<file path="src/rtl/pdc_pkg.sv">
package pdc_pkg;

  localparam logic [2:0] RA_ADDR  = 3'd0;
  localparam logic [2:0] RA_CNT   = 3'd1;
  localparam logic [2:0] RA_RADDR = 3'd2;
  localparam logic [2:0] RA_RCNT  = 3'd3;
  localparam logic [2:0] RA_CTRL  = 3'd4;
  localparam logic [2:0] RA_STAT  = 3'd5;
  localparam logic [2:0] RA_MASK  = 3'd6;

  typedef enum logic [1:0] {
    SZ_BYTE = 2'd0,
    SZ_HALF = 2'd1,
    SZ_WORD = 2'd2,
    SZ_WIDE = 2'd3
  } item_size_e;

  typedef enum logic {
    ENG_IDLE = 1'b0,
    ENG_BUSY = 1'b1
  } eng_state_e;

  function automatic logic [2:0] size_step(item_size_e sz);
    case (sz)
      SZ_BYTE: size_step = 3'd1;
      SZ_HALF: size_step = 3'd2;
      default: size_step = 3'd4;
    endcase
  endfunction

endpackage

</file>
<file path="src/rtl/pdc_regs.sv">
module pdc_regs
  import pdc_pkg::*;
#(
  parameter int AW   = 32,
  parameter int CW   = 16,
  parameter int SELW = 2
) (
  input  logic            clk,
  input  logic            rst_n,
  input  logic            reg_wr,
  input  logic [2:0]      reg_addr,
  input  logic [AW-1:0]   reg_wdata,
  output logic [AW-1:0]   reg_rdata,
  input  logic            xfer_done,
  input  logic [2:0]      xfer_inc,
  output logic [AW-1:0]   live_addr,
  output logic [CW-1:0]   live_cnt,
  output logic [CW-1:0]   rld_cnt,
  output logic            ch_en,
  output item_size_e      ch_size,
  output logic            ch_dir,
  output logic [SELW-1:0] ch_sel,
  output logic            irq_tc,
  output logic            irq_rld
);

  localparam int CPAD = AW - CW;

  logic [AW-1:0]   addr_q, addr_n, raddr_q, raddr_n;
  logic [CW-1:0]   cnt_q, cnt_n, rcnt_q, rcnt_n;
  logic            tc_q, tc_n;
  logic            en_q, dir_q;
  item_size_e      size_q;
  logic [SELW-1:0] sel_q;
  logic [1:0]      mask_q;
  logic [CW-1:0]   dec_cnt;
  logic            swap;

  logic addr_ce, cnt_ce, raddr_ce, rcnt_ce, tc_ce, ctrl_ce, mask_ce;

  // next-state: hardware update first, software write overrides last
  always_comb begin
    addr_n  = addr_q;
    cnt_n   = cnt_q;
    raddr_n = raddr_q;
    rcnt_n  = rcnt_q;
    tc_n    = tc_q;
    dec_cnt = cnt_q;
    if (xfer_done) begin
      addr_n = addr_q + {{(AW-3){1'b0}}, xfer_inc};
      if (cnt_q != '0) dec_cnt = cnt_q - {{(CW-1){1'b0}}, 1'b1};
      cnt_n = dec_cnt;
      if (cnt_q == {{(CW-1){1'b0}}, 1'b1}) tc_n = 1'b1;
    end
    swap = (cnt_n == '0) && (rcnt_q != '0);
    if (swap) begin
      addr_n = raddr_q;
      cnt_n  = rcnt_q;
      rcnt_n = '0;
    end
    if (reg_wr) begin
      case (reg_addr)
        RA_ADDR:  addr_n  = reg_wdata;
        RA_CNT:   begin cnt_n = reg_wdata[CW-1:0]; tc_n = 1'b0; end
        RA_RADDR: raddr_n = reg_wdata;
        RA_RCNT:  rcnt_n  = reg_wdata[CW-1:0];
        default:  ;
      endcase
    end
  end

  assign addr_ce  = xfer_done | swap | (reg_wr && reg_addr == RA_ADDR);
  assign cnt_ce   = xfer_done | swap | (reg_wr && reg_addr == RA_CNT);
  assign raddr_ce = reg_wr && reg_addr == RA_RADDR;
  assign rcnt_ce  = swap | (reg_wr && reg_addr == RA_RCNT);
  assign tc_ce    = xfer_done | (reg_wr && reg_addr == RA_CNT);
  assign ctrl_ce  = reg_wr && reg_addr == RA_CTRL;
  assign mask_ce  = reg_wr && reg_addr == RA_MASK;

  always_ff @(posedge clk or negedge rst_n) begin
    if (!rst_n) begin
      addr_q  <= '0;
      cnt_q   <= '0;
      raddr_q <= '0;
      rcnt_q  <= '0;
      tc_q    <= 1'b0;
      en_q    <= 1'b0;
      dir_q   <= 1'b0;
      size_q  <= SZ_BYTE;
      sel_q   <= '0;
      mask_q  <= '0;
    end else begin
      if (addr_ce)  addr_q  <= addr_n;
      if (cnt_ce)   cnt_q   <= cnt_n;
      if (raddr_ce) raddr_q <= raddr_n;
      if (rcnt_ce)  rcnt_q  <= rcnt_n;
      if (tc_ce)    tc_q    <= tc_n;
      if (ctrl_ce) begin
        en_q   <= reg_wdata[0];
        size_q <= item_size_e'(reg_wdata[2:1]);
        dir_q  <= reg_wdata[3];
        sel_q  <= reg_wdata[4 +: SELW];
      end
      if (mask_ce)  mask_q  <= reg_wdata[1:0];
    end
  end

  // read side
  logic [AW-1:0] ctrl_view, stat_view, mask_view;
  always_comb begin
    ctrl_view = '0;
    ctrl_view[0] = en_q;
    ctrl_view[2:1] = size_q;
    ctrl_view[3] = dir_q;
    ctrl_view[4 +: SELW] = sel_q;
    stat_view = '0;
    stat_view[0] = tc_q;
    stat_view[1] = (rcnt_q == '0);
    mask_view = '0;
    mask_view[1:0] = mask_q;
    case (reg_addr)
      RA_ADDR:  reg_rdata = addr_q;
      RA_CNT:   reg_rdata = {{CPAD{1'b0}}, cnt_q};
      RA_RADDR: reg_rdata = raddr_q;
      RA_RCNT:  reg_rdata = {{CPAD{1'b0}}, rcnt_q};
      RA_CTRL:  reg_rdata = ctrl_view;
      RA_STAT:  reg_rdata = stat_view;
      RA_MASK:  reg_rdata = mask_view;
      default:  reg_rdata = '0;
    endcase
  end

  assign live_addr = addr_q;
  assign live_cnt  = cnt_q;
  assign rld_cnt   = rcnt_q;
  assign ch_en     = en_q;
  assign ch_size   = size_q;
  assign ch_dir    = dir_q;
  assign ch_sel    = sel_q;
  assign irq_tc    = tc_q & mask_q[0];
  assign irq_rld   = (rcnt_q == '0) & mask_q[1];

endmodule

</file>
<file path="src/rtl/pdc_xfer.sv">
module pdc_xfer
  import pdc_pkg::*;
#(
  parameter int AW   = 32,
  parameter int DW   = 32,
  parameter int NP   = 4,
  parameter int SELW = 2
) (
  input  logic            clk,
  input  logic            rst_n,
  input  logic            ch_en,
  input  logic            cnt_nz,
  input  logic [SELW-1:0] ch_sel,
  input  item_size_e      ch_size,
  input  logic            ch_dir,
  input  logic [AW-1:0]   live_addr,
  input  logic [NP-1:0]   p_req,
  input  logic [NP*DW-1:0] p_wdata,
  output logic [NP-1:0]   p_ack,
  output logic [DW-1:0]   p_rdata,
  output logic            mem_valid,
  input  logic            mem_ready,
  output logic            mem_write,
  output logic [AW-1:0]   mem_addr,
  output logic [DW-1:0]   mem_wdata,
  input  logic [DW-1:0]   mem_rdata,
  output logic            xfer_done,
  output logic [2:0]      xfer_inc
);

  eng_state_e      st_q, st_n;
  logic [AW-1:0]   a_q;
  logic [DW-1:0]   d_q;
  logic            w_q;
  logic [SELW-1:0] s_q;
  logic [2:0]      inc_q;
  logic            start, done, sel_req, cap_ce;

  assign sel_req = p_req[ch_sel];
  assign start   = (st_q == ENG_IDLE) && ch_en && cnt_nz && sel_req;
  assign done    = (st_q == ENG_BUSY) && mem_ready;
  assign cap_ce  = start;

  always_comb begin
    st_n = st_q;
    case (st_q)
      ENG_IDLE: if (start) st_n = ENG_BUSY;
      ENG_BUSY: if (done)  st_n = ENG_IDLE;
      default:  st_n = ENG_IDLE;
    endcase
  end

  always_ff @(posedge clk or negedge rst_n) begin
    if (!rst_n) begin
      st_q  <= ENG_IDLE;
      a_q   <= '0;
      d_q   <= '0;
      w_q   <= 1'b0;
      s_q   <= '0;
      inc_q <= 3'd1;
    end else begin
      st_q <= st_n;
      if (cap_ce) begin
        a_q   <= live_addr;
        d_q   <= p_wdata[ch_sel*DW +: DW];
        w_q   <= ~ch_dir;
        s_q   <= ch_sel;
        inc_q <= size_step(ch_size);
      end
    end
  end

  for (genvar i = 0; i < NP; i++) begin : g_ack
    assign p_ack[i] = done && (s_q == SELW'(i));
  end

  assign p_rdata   = mem_rdata;
  assign mem_valid = (st_q == ENG_BUSY);
  assign mem_write = w_q;
  assign mem_addr  = a_q;
  assign mem_wdata = d_q;
  assign xfer_done = done;
  assign xfer_inc  = inc_q;

endmodule

</file>
<file path="src/rtl/pdc_channel.sv">
module pdc_channel
  import pdc_pkg::*;
#(
  parameter int AW = 32,
  parameter int DW = 32,
  parameter int NP = 4,
  parameter int CW = 16
) (
  input  logic             clk,
  input  logic             rst_n,
  input  logic             reg_wr,
  input  logic [2:0]       reg_addr,
  input  logic [AW-1:0]    reg_wdata,
  output logic [AW-1:0]    reg_rdata,
  input  logic [NP-1:0]    p_req,
  input  logic [NP*DW-1:0] p_wdata,
  output logic [NP-1:0]    p_ack,
  output logic [DW-1:0]    p_rdata,
  output logic             mem_valid,
  input  logic             mem_ready,
  output logic             mem_write,
  output logic [AW-1:0]    mem_addr,
  output logic [DW-1:0]    mem_wdata,
  input  logic [DW-1:0]    mem_rdata,
  output logic             irq_tc,
  output logic             irq_rld
);

  localparam int SELW = (NP > 1) ? $clog2(NP) : 1;

  logic [AW-1:0]   live_addr;
  logic [CW-1:0]   live_cnt, rld_cnt;
  logic            ch_en, ch_dir, xfer_done;
  item_size_e      ch_size;
  logic [SELW-1:0] ch_sel;
  logic [2:0]      xfer_inc;

  pdc_regs #(.AW(AW), .CW(CW), .SELW(SELW)) u_regs (
    .clk(clk), .rst_n(rst_n),
    .reg_wr(reg_wr), .reg_addr(reg_addr), .reg_wdata(reg_wdata), .reg_rdata(reg_rdata),
    .xfer_done(xfer_done), .xfer_inc(xfer_inc),
    .live_addr(live_addr), .live_cnt(live_cnt), .rld_cnt(rld_cnt),
    .ch_en(ch_en), .ch_size(ch_size), .ch_dir(ch_dir), .ch_sel(ch_sel),
    .irq_tc(irq_tc), .irq_rld(irq_rld)
  );

  pdc_xfer #(.AW(AW), .DW(DW), .NP(NP), .SELW(SELW)) u_xfer (
    .clk(clk), .rst_n(rst_n),
    .ch_en(ch_en), .cnt_nz(live_cnt != '0), .ch_sel(ch_sel), .ch_size(ch_size),
    .ch_dir(ch_dir), .live_addr(live_addr),
    .p_req(p_req), .p_wdata(p_wdata), .p_ack(p_ack), .p_rdata(p_rdata),
    .mem_valid(mem_valid), .mem_ready(mem_ready), .mem_write(mem_write),
    .mem_addr(mem_addr), .mem_wdata(mem_wdata), .mem_rdata(mem_rdata),
    .xfer_done(xfer_done), .xfer_inc(xfer_inc)
  );

endmodule

</file>
<file path="config.mk">
export PLATFORM = sky130hd
export DESIGN_NAME = pdc_channel
export DESIGN_NICKNAME = d
export VERILOG_FILES = /design/src/rtl/pdc_pkg.sv /design/src/rtl/pdc_regs.sv /design/src/rtl/pdc_xfer.sv /design/src/rtl/pdc_channel.sv
export SDC_FILE = /design/constraint.sdc
export NUM_CORES = 1
export LEC_CHECK = 0
export ABC_AREA = 1
export BUFFER_PORTS_ARGS = -buffer_cell sky130_fd_sc_hd__buf_2
export CAP_MARGIN = 0
export CORE_MARGIN = 2
export CORE_UTILIZATION = 53
export CTS_CLUSTER_SIZE = 25
export DETAILED_ROUTE_END_ITERATION = 16
export PLACE_DENSITY = 0.9
export SLEW_MARGIN = 20
export SYNTH_ARGS = -nofsm -noshare
export SYNTH_HDL_FRONTEND = slang
export SYNTH_HIERARCHICAL = 1
export SYNTH_SLANG_ARGS = --single-unit
</file>
<file path="constraint.sdc">
create_clock -name clk -period 3.7 [get_ports clk]
set_input_delay 0.185 -clock clk [delete_from_list [all_inputs] [get_ports clk]]
set_output_delay 0.185 -clock clk [all_outputs]
set_load 0.05 [all_outputs]
</file>
Yosys cells after proc, flatten, opt, wreduce, memory -nomap -nowiden

Cells that the tools add are included.

Word-level logic and storage cells: 86
Output and inout bits: 136
Register bits after elaboration: 176
Input port bits: 203

Shift operators: 1
Mux-type cells: 23
Reduce and logical (&&, ||, !) cells: 23
Bitwise logic cells: 9
Add/subtract/negate cells: 2
Magnitude comparators: 1
Eq/ne operators: 11

Operators with widths:

| cell                                                  | number |
|---|---|
| one-hot mux 32 bit (7 select lines)                   | 1 |
| 2-to-1 mux 16 bit                                     | 8 |
| 2-to-1 mux 32 bit                                     | 4 |
| indexed part select 128 x 8 -> 32 bit                 | 1 |
| adder 32 x 3 -> 32 bit                                | 1 |
| zero test 16 bit                                      | 2 |
| nonzero test 16 bit                                   | 2 |
| equality test 16 x 1 -> 1 bit (second input constant) | 1 |
| subtractor 16 x 1 -> 16 bit (second input constant)   | 1 |
| logical AND 1 bit                                     | 15 |
| equality test 3 bit (second input constant)           | 3 |
| 2-to-1 mux 1 bit                                      | 7 |
| equality test 3 x 2 -> 1 bit (second input constant)  | 2 |
| one-hot mux 3 bit (2 select lines)                    | 1 |
| bitwise OR 1 bit                                      | 5 |
| equality test 2 x 1 -> 1 bit (second input constant)  | 2 |
| equality test 2 bit (second input constant)           | 2 |
| zero test 2 bit                                       | 2 |
| equality test 3 x 1 -> 1 bit (second input constant)  | 1 |
| zero test 3 bit                                       | 1 |
| < comparator 2 x 3 -> 1 bit (second input constant)   | 1 |
| AND reduction 3 bit                                   | 1 |
| bitwise AND 1 bit                                     | 2 |
| binary-select mux 1 bit (select 2 bit)                | 1 |
| 2 further kinds                                       | 3 |

Longest topological paths before layout

Gate-level depths: netlist of run 1.

Word-level depth: 8
Gate-level depth with buffers: 20
Mapped depth without buffers: 19

Hierarchy

Netlist of run 1, hierarchy kept.

By module, submodules not included:

| module      | sequential area each (µm²) | times used | cells each | area an instance (µm²) |
|---|---|---|---|---|
| pdc_regs    | 2627.5                     | 1          | 1070       | 7085.5 |
| pdc_xfer    | 1778.0                     | 1          | 641        | 4371.7 |
| pdc_channel | 0.0                        | 1          | 15         | 56.3 |

Worst setup path after synthesis of run 1

Ideal clock, no wire load.

Path kind: reg2reg
From: register u_xfer.st_q (netlist: u_xfer/mem_valid)
To: register u_regs.addr_q[28] (netlist: u_regs/live_addr[28])
Arrival time: 2.501 ns
Setup time: 0.117 ns
Cell stages (with the launch flop): 16
Period minus slack after synthesis: 2.617 ns
Path buffers: 1
Setup slack: 1.083 ns
Required time: 3.583 ns
Cell sequence: dfrtp_1 > nand2_1 > inv_1 > buf_2 > nand2_1 > a21oi_2 > nand2_1 > nor2_1 > nand2_1 > nor2_1 > nand3_1 > xor2_1 > nand2_1 > nand3_1 > nand2_1 > nand2_1

Cells in the longest elaborated chain, start to end: 7
Elaborated cells on any way between the ends: 10
Those cells by class: mux (5); bitwise (2); reduce/logical (3)

Ends and longest elaborated chain:

| item                     | line              | text |
|---|---|---|
| start: declaration       | pdc_xfer.sv:31    | `eng_state_e st_q, st_n;` |
| start signal: assignment | pdc_xfer.sv:62    | `st_q <= st_n;` |
| logical AND 1 bit (*)    | pdc_xfer.sv:41    | `assign done = (st_q == ENG_BUSY) && mem_ready;` |
| via xfer_done            | pdc_channel.sv:33 | `logic ch_en, ch_dir, xfer_done;` |
| 2-to-1 mux 16 bit        | pdc_regs.sv:49    | `if (xfer_done) begin` |
| zero test 16 bit         | pdc_regs.sv:55    | `swap = (cnt_n == '0) && (rcnt_q != '0);` |
| logical AND 1 bit        | pdc_regs.sv:55    |  |
| 2-to-1 mux 32 bit        | pdc_regs.sv:56    | `if (swap) begin` |
| 2-to-1 mux 32 bit        | pdc_regs.sv:62    | `case (reg_addr)` |
| 2-to-1 mux 32 bit        | pdc_regs.sv:61    | `if (reg_wr) begin` |
| end signal: assignment   | pdc_regs.sv:93    | `if (addr_ce) addr_q <= addr_n;` |
| end: declaration         | pdc_regs.sv:29    | `logic [AW-1:0] addr_q, addr_n, raddr_q, raddr_n;` |

The timed path passes the listed nets; every way through them passes the cells marked *.
A chain may end at the register's enable or synchronous reset.

Worst setup path in the final report of run 1

From: register u_xfer.inc_q[0] (netlist: u_xfer/xfer_inc[0])
To: register u_regs.addr_q[28] (netlist: u_regs/live_addr[28])

Cells in the longest elaborated chain, start to end: 5

Ends and longest elaborated chain:

| item                       | line           | text |
|---|---|---|
| start: declaration         | pdc_xfer.sv:36 | `logic [2:0] inc_q;` |
| start signal: assignment   | pdc_xfer.sv:68 | `inc_q <= size_step(ch_size);` |
| adder 32 x 3 -> 32 bit (*) | pdc_regs.sv:50 | `addr_n = addr_q + {{(AW-3){1'b0}}, xfer_inc};` |
| 2-to-1 mux 32 bit (*)      | pdc_regs.sv:49 |  |
| 2-to-1 mux 32 bit (*)      | pdc_regs.sv:56 |  |
| 2-to-1 mux 32 bit          | pdc_regs.sv:62 |  |
| 2-to-1 mux 32 bit (*)      | pdc_regs.sv:61 |  |

Mark *: on every way between the ends. The rest lies on a longest branch, timed or not.

==> impl_metrics.yaml, run 1 <==
outcome:
  status: "finished, final reports clean"
global_route:
  grt_max_degree: 99
  grt_overflow: 0
  grt_pass1_vias: 11700
  grt_first_pass_wirelength_mm: 61.5
  antenna_found_initial: 3
  grt_use_total_pct: 34.8
clock_tree:
  post_cts_resize_count: 0
  cts_root_buf: "clkbuf_16"
  tritoncts: "done"
  clk_pin_slew_ns: 0.07
  cts.path.max_buffers: 2
  cts_made_buffers: 17
  h-tree-depth: 4
  clk_latency_ns: 0.43
  cts_sinks: 176
routing:
  first_pass_iters: 6
  vias: 12800
  drt_wl_total_mm: 40.4
  viasPerCell: 5.75
  drc: 0
  drtIter0Drc: 1552
  wl_per_cell_microns: 18.2
  ant_nets: 0
floorplanning:
  die_y_microns: 151
  start_util_pct: 54.4
  core_sq_mm: 0.0212
  dieArea_sq_mm: 0.0229
  io_pins: 339
  fp-row-count: 53
  fp.dieW_microns: 151
critical_path:
  worstReg2RegStart: "u_xfer/xfer_inc[0]"
  reg2reg_to: "u_regs/live_addr[28]"
  critPathArrivalTime_ns: 3.57
  rr_worst_depth: 16
  path_class: "reg -> reg"
  critPathRequiredTime_ns: 4.02
  cp_max_fo: 5
  start_kind: "flop"
  cp-end-kind: "flop"
  r2r_slack_ns: 0.45
sta:
  hold_viol_final: 0
  fin_crit_ns: 3.25
  tns_ns: 0
  max_slew.worst_pin.slew_ns: 0.923
  hold_ws_ns: 0.0136
  finalSetupViolCount: 0
  timing.fmax_mhz: 308
  skew_ns: 0.00814
  finalCritPeriodShare_pct: 87.7
  rsz0062_at_grt: "false"
  slew_headroom_pct: 38.5
  slew_violations: 0
min_path:
  min_to: "u_regs/live_addr[11]"
  holdCritPathClass: "in -> reg"
  min_path_cells: 3
  hp-start: "reg_wdata[11]"
cells_and_area:
  area_delta_synth_final_pct: 16.3
  fin_nets: 2140
  n_fill_cell: 1934
  seq_area_sq_mm: 0.00441
  multi_input_area_sq_mm: 0.00573
  drive_gt1_share_pct: 18.6
pwr:
  ir_drop_mv: 0.424
  power.density_mw_per_mm2: 740
  power_leakage_nw: 7.57
yosys:
  synth_cells: 1726
  yosysUniqueCellTypes: 42
  synth_area_per_cell_sq_um: 6.67
  synth_nets: 1935
  yosysWarningCount: 6
  ys_seq_area_share_pct: 38.3
  synth.ff_latch_count: 176
  synth_area_sq_mm: 0.0115
placed_design:
  gp_congestion: 0.981
  dp_hpwl_mm: 29.1
  port_buffers: 274
job:
  cap_violations: 0
[logic make-up (layout without fill, tap and decap cells)]
family / Yosys count / in the layout / share of synthesized area [%]
xor+xnor: 29 / 29 / 2.21
simple gates: 1053 / 1053 / 37.9
flops: 176 / 176 / 38.3
buf+inv: 300 / 518 / 12.0
mux: 3 / 3 / 0.293
fa+ha+maj: 6 / 6 / 0.717
other cells: 0 / 2 / 0
compound gates: 159 / 159 / 8.60
[routing by layer]
layer  share of wire, %  up-vias  GRT usage (%)
met5              0.025        -              0
met4                5.2        2           17.0
met3                 12      157           8.07
met2                 46      927           55.2
met1                 37     5818           44.9
li1                   -     5864              -
[cells in the mapped netlist, drive strengths merged]
cell,n,area [sq um]
nand3b,2,15.0
dfstp,1,26.3
clkbuf,30,113
xnor2,6,52.6
a22o,1,8.76
a31oi,2,12.5
xor2,23,201
fa,1,20.0
nor2,80,335
o211ai,33,248
a21oi,10,65.1
nor4,3,18.8
ha,5,62.6
clkinv,3,11.3
o21ai,77,385
buf,91,597
dfrtp,175,4380
and3,1,6.26
o22ai,19,119
nand2,762,2870
mux2,3,33.8
nor3,16,80.1
a221oi,15,131
a32o,2,20.0
nand4,52,325
nand3,135,701
and2,1,6.26
nor2b,1,6.26
inv,176,663
[power by group]
group	switching [mW]	internal, mW
sequential	0.763	2.63
clock	0.793	0.945
combinational	3.53	1.25
total	5.09	4.82
[flip-flops by register name, indices dropped and copies added, names as in the netlist]
name              cells
u_regs/ch_size        2
u_regs/rld_cnt       16
u_regs/raddr_q       32
u_xfer/mem_wdata     32
u_xfer/mem_valid      1
u_regs/ch_sel         2
u_regs/tc_q           1
u_xfer/xfer_inc       3
u_xfer/s_q            2
u_xfer/mem_write      1
u_regs/live_addr     32
u_xfer/mem_addr      32
u_regs/live_cnt      16
u_regs/ch_en          1
u_regs/ch_dir         1
u_regs/mask_q         2
[worst max path at each step]
stage,from,to,slack (ns),cells after the start
after floorplan,u_xfer/mem_valid,u_regs/live_addr[28],1.08,15
after global placement,u_xfer/xfer_inc[0],u_regs/live_addr[28],0.69,16
after detailed placement,u_xfer/xfer_inc[0],u_regs/live_addr[28],0.56,16
after CTS,u_xfer/xfer_inc[0],u_regs/live_addr[28],0.53,16
after global routing,u_xfer/mem_valid,u_regs/live_addr[27],0.22,16
final,u_xfer/xfer_inc[0],u_regs/live_addr[28],0.45,16
[metrics by stage]
| step | area [sq um] | utilization (%) | worst slack, ns | total power [mW] | instances |
|---|---|---|---|---|---|
| 5_1_grt | 13400 | 63.3 | 0.224 | 10.5 | 2221 |
| 3_3_place_gp | 12700 | 60.2 | 0.687 | 7.96 | 2177 |
| 4_1_cts | 13400 | 63.3 | 0.531 | 9.80 | 2219 |
| 3_5_place_dp | 12700 | 60.2 | 0.564 | 8.04 | 2177 |
| 6_report | 13400 | 63.3 | 0.453 | 9.91 | 2221 |
| 2_1_floorplan | 11500 | - | 1.08 | 6.76 | 1726 |
[layout make-up]
cell class / count / area share, %
Multi-Input combinational cell: 1250 / 42.8
Antenna cell: 2 / 0.0374
Sequential cell: 176 / 32.9
Clock buffer: 19 / 3.31
Timing Repair Buffer: 307 / 12.5
Tap cell: 275 / 2.57
Clock inverter: 13 / 0.850
Inverter: 179 / 5.04
[cell usage in the layout (no fill, tap or decap), drive strengths merged, types with 2 or more instances in the layout]
cell type,instances
o22ai,19
o21ai,77
diode,2
a32o,2
clkinv,12
ha,5
nand4,52
a221oi,15
buf,297
nand3,135
dlygate4sd3,10
nor4,3
dfrtp,175
mux2,3
nand2,762
inv,177
xor2,23
o211ai,33
nor2,80
nor3,16
a21oi,10
xnor2,6
nand3b,2
clkinvlp,2
a31oi,2
clkbuf,19
[worst max-delay path, cell delays in order (launching register included)]
cell	delay [ns]
dfstp_2	0.54
ha_1	0.16
inv_1	0.05
fa_1	0.41
inv_1	0.08
nand2_1	0.06
a21oi_2	0.24
nand2_1	0.16
nor2_1	0.29
nand2_1	0.20
nor2_1	0.36
nand3_1	0.15
xor2_1	0.17
nand2_1	0.07
nand3_1	0.07
nand2_1	0.09
nand2_1	0.05
[timing repair]
item	CTS	global route
buffers inserted	0	0
hold endpoints to repair	101	0
hold buffers	10	0
Power figures use the tool's default switching activity.
==> run 2, diff against run 1 <==
- RECOVER_POWER: unset -> 25
==> run 2 against run 1 <==
The flow now finishes with violations (max-capacitance violations, max-slew violations). Largest power group unchanged. Critical endpoint unchanged. Largest cell class unchanged. Count of clock-buffer cells in the layout unchanged. Final area about the same. Sequential cell count unchanged. Power about the same.
==> impl_metrics.yaml, run 2 (synthesis results as in run 1) <==
outcome:
  status: "finished with violations"
  violations: "max-capacitance violations, max-slew violations"
cells_and_area:
  final_area_sq_mm: 0.0134
  final_cell_mix: "nand2_1 (760), buf_2 (272), dfrtp_1 (174)"
  multi_input_area_sq_mm: 0.00573
  area_delta_synth_final_pct: 16.2
  final_common_cell: "nand2_1"
  seq_area_sq_mm: 0.00441
  n_fill_cell: 1935
  fin_nets: 2140
  drive_gt1_share_pct: 18.5
critical_path:
  reg2reg_to: "u_regs/live_addr[28]"
  critPathArrivalTime_ns: 3.59
  path_class: "reg -> reg"
  start_kind: "flop"
  cpLargestDelayFamily: "simple AND/OR/NAND/NOR gates"
  cp_slowest_cell: "dfstp_2"
  critPathRequiredTime_ns: 4.02
  cp_slowest_stage_delay_ns: 0.54
  crit_chain: "ha_1 > inv_1 > fa_1 > inv_1 > nand2_1 > a21oi_2 > nand2_1 > nor2_1 > nand2_1 > nor2_1 > nand3_1 > xor2_1 > nand2_1 > nand3_1 > nand2_1 > nand2_1"
  r2r_slack_ns: 0.43
  cp_common_cell: "nand2_1"
  cp_max_fo: 5
  cp-end-kind: "flop"
  worstReg2RegStart: "u_xfer/xfer_inc[0]"
  critical_path_depth: 16
  critPathBufInv: 2
  rr_worst_depth: 16
placed_design:
  dpl_cell_area_sq_mm: 0.0127
  port_buffers: 274
  gp_congestion: 0.981
  dp_hpwl_mm: 29.1
sta:
  finalCritPeriodShare_pct: 88.4
  slew_violations: 93
  hold_viol_final: 0
  tns_ns: 0
  timing.fmax_mhz: 306
  finalSetupViolCount: 0
  skew_ns: 0.00637
  fin_crit_ns: 3.27
  max_slew.worst_pin.slew_ns: 2.43
  rsz0062_at_grt: "false"
  slew_headroom_pct: -61.7
clock_tree:
  post_cts_resize_count: 0
  clk_latency_ns: 0.43
  tritoncts: "done"
  h-tree-depth: 4
  cts_hold_buf: 10
  postCtsSetupBuffers: 0
  cts_made_buffers: 17
  cts_root_buf: "clkbuf_16"
  clk_pin_slew_ns: 0.07
  cts.path.max_buffers: 2
  cts_sinks: 176
min_path:
  hp-start: "reg_wdata[11]"
  holdCritPathClass: "in -> reg"
  min_path_cells: 3
  min_to: "u_regs/live_addr[11]"
pwr:
  power_leakage_nw: 7.56
  ir_drop_mv: 0.425
  power.density_mw_per_mm2: 740
global_route:
  grt_use_total_pct: 34.8
  grt_overflow: 0
  grt_max_degree: 99
  grt_first_pass_wirelength_mm: 61.5
  antenna_found_initial: 3
  grt_pass1_vias: 11700
job:
  cap_violations: 1
floorplanning:
  start_util_pct: 54.4
  core_sq_mm: 0.0212
  fp-row-count: 53
  die_y_microns: 151
  fp.dieW_microns: 151
  io_pins: 339
  dieArea_sq_mm: 0.0229
routing:
  viasPerCell: 5.71
  ant_nets: 0
  vias: 12700
  drt_wl_total_mm: 40.4
  wl_per_cell_microns: 18.2
  drc: 0
  drtIter0Drc: 1512
  first_pass_iters: 5
==> run 2: cell count changes in the layout (fill, tap and decap cells not counted) <==
cell | previous run | this run
buf_2 | 273 | 272
buf_6 | 1 | 0
buf_4 | 21 | 20
clkbuf_1 | 1 | 3
clkbuf_2 | 0 | 1
==> run 2: per-stage QoR <==
stage,worst slack [ns],hold WS [ns],cells,utilization [%],total power [mW]
after CTS,0.531,0.00302,2219,63.3,9.80
after detailed placement,0.564,0.339,2177,60.2,8.04
after global routing,0.224,0.0135,2221,63.3,10.5
final,0.428,0.0179,2221,63.3,9.91
after floorplan,1.08,-0.111,1726,-,6.76
after global placement,0.687,0.334,2177,60.2,7.96
==> run 2: worst reg2reg max path: stages (launching register included) <==
cell,delay (ns)
dfstp_2,0.54
ha_1,0.16
inv_1,0.05
fa_1,0.40
inv_1,0.08
nand2_1,0.06
a21oi_2,0.24
nand2_1,0.16
nor2_1,0.30
nand2_1,0.21
nor2_1,0.37
nand3_1,0.15
xor2_1,0.17
nand2_1,0.07
nand3_1,0.07
nand2_1,0.09
nand2_1,0.05
==> run 2: layout make-up <==
cell class	count	share of cell area, %
antenna	2	0.0374
clock buffer	19	3.31
clock inverter	13	0.851
inverter	179	5.04
multi-input combinational	1250	42.8
sequential	176	33.0
tap	275	2.57
timing repair buffer	307	12.4
==> run 2: power breakdown <==
part | internal [mW] | switching [mW] | leakage [nW] | total (mW)
sequential | 2.63 | 0.764 | 2.23 | 3.39
combinational | 1.25 | 3.53 | 5.06 | 4.78
clock | 0.944 | 0.791 | 0.273 | 1.74
total | 4.82 | 5.08 | 7.56 | 9.91
==> run 2: how the worst max path moves through the flow <==
stage | from | to | slack [ns]
global placement | u_xfer/xfer_inc[0] | u_regs/live_addr[28] | 0.69
finish | u_xfer/xfer_inc[0] | u_regs/live_addr[28] | 0.43
floorplan | u_xfer/mem_valid | u_regs/live_addr[28] | 1.08
global route | u_xfer/mem_valid | u_regs/live_addr[27] | 0.22
CTS | u_xfer/xfer_inc[0] | u_regs/live_addr[28] | 0.53
detailed placement | u_xfer/xfer_inc[0] | u_regs/live_addr[28] | 0.56
==> run 2: layer usage <==
layer	wire length, microns	share of wire [%]	GRT usage [%]	vias up
li1	-	-	-	5857
met1	15100	37	44.9	5807
met2	18500	46	55.2	869
met3	4780	12	8.07	147
met4	2000	4.9	17.0	2
met5	10	0.025	0	-
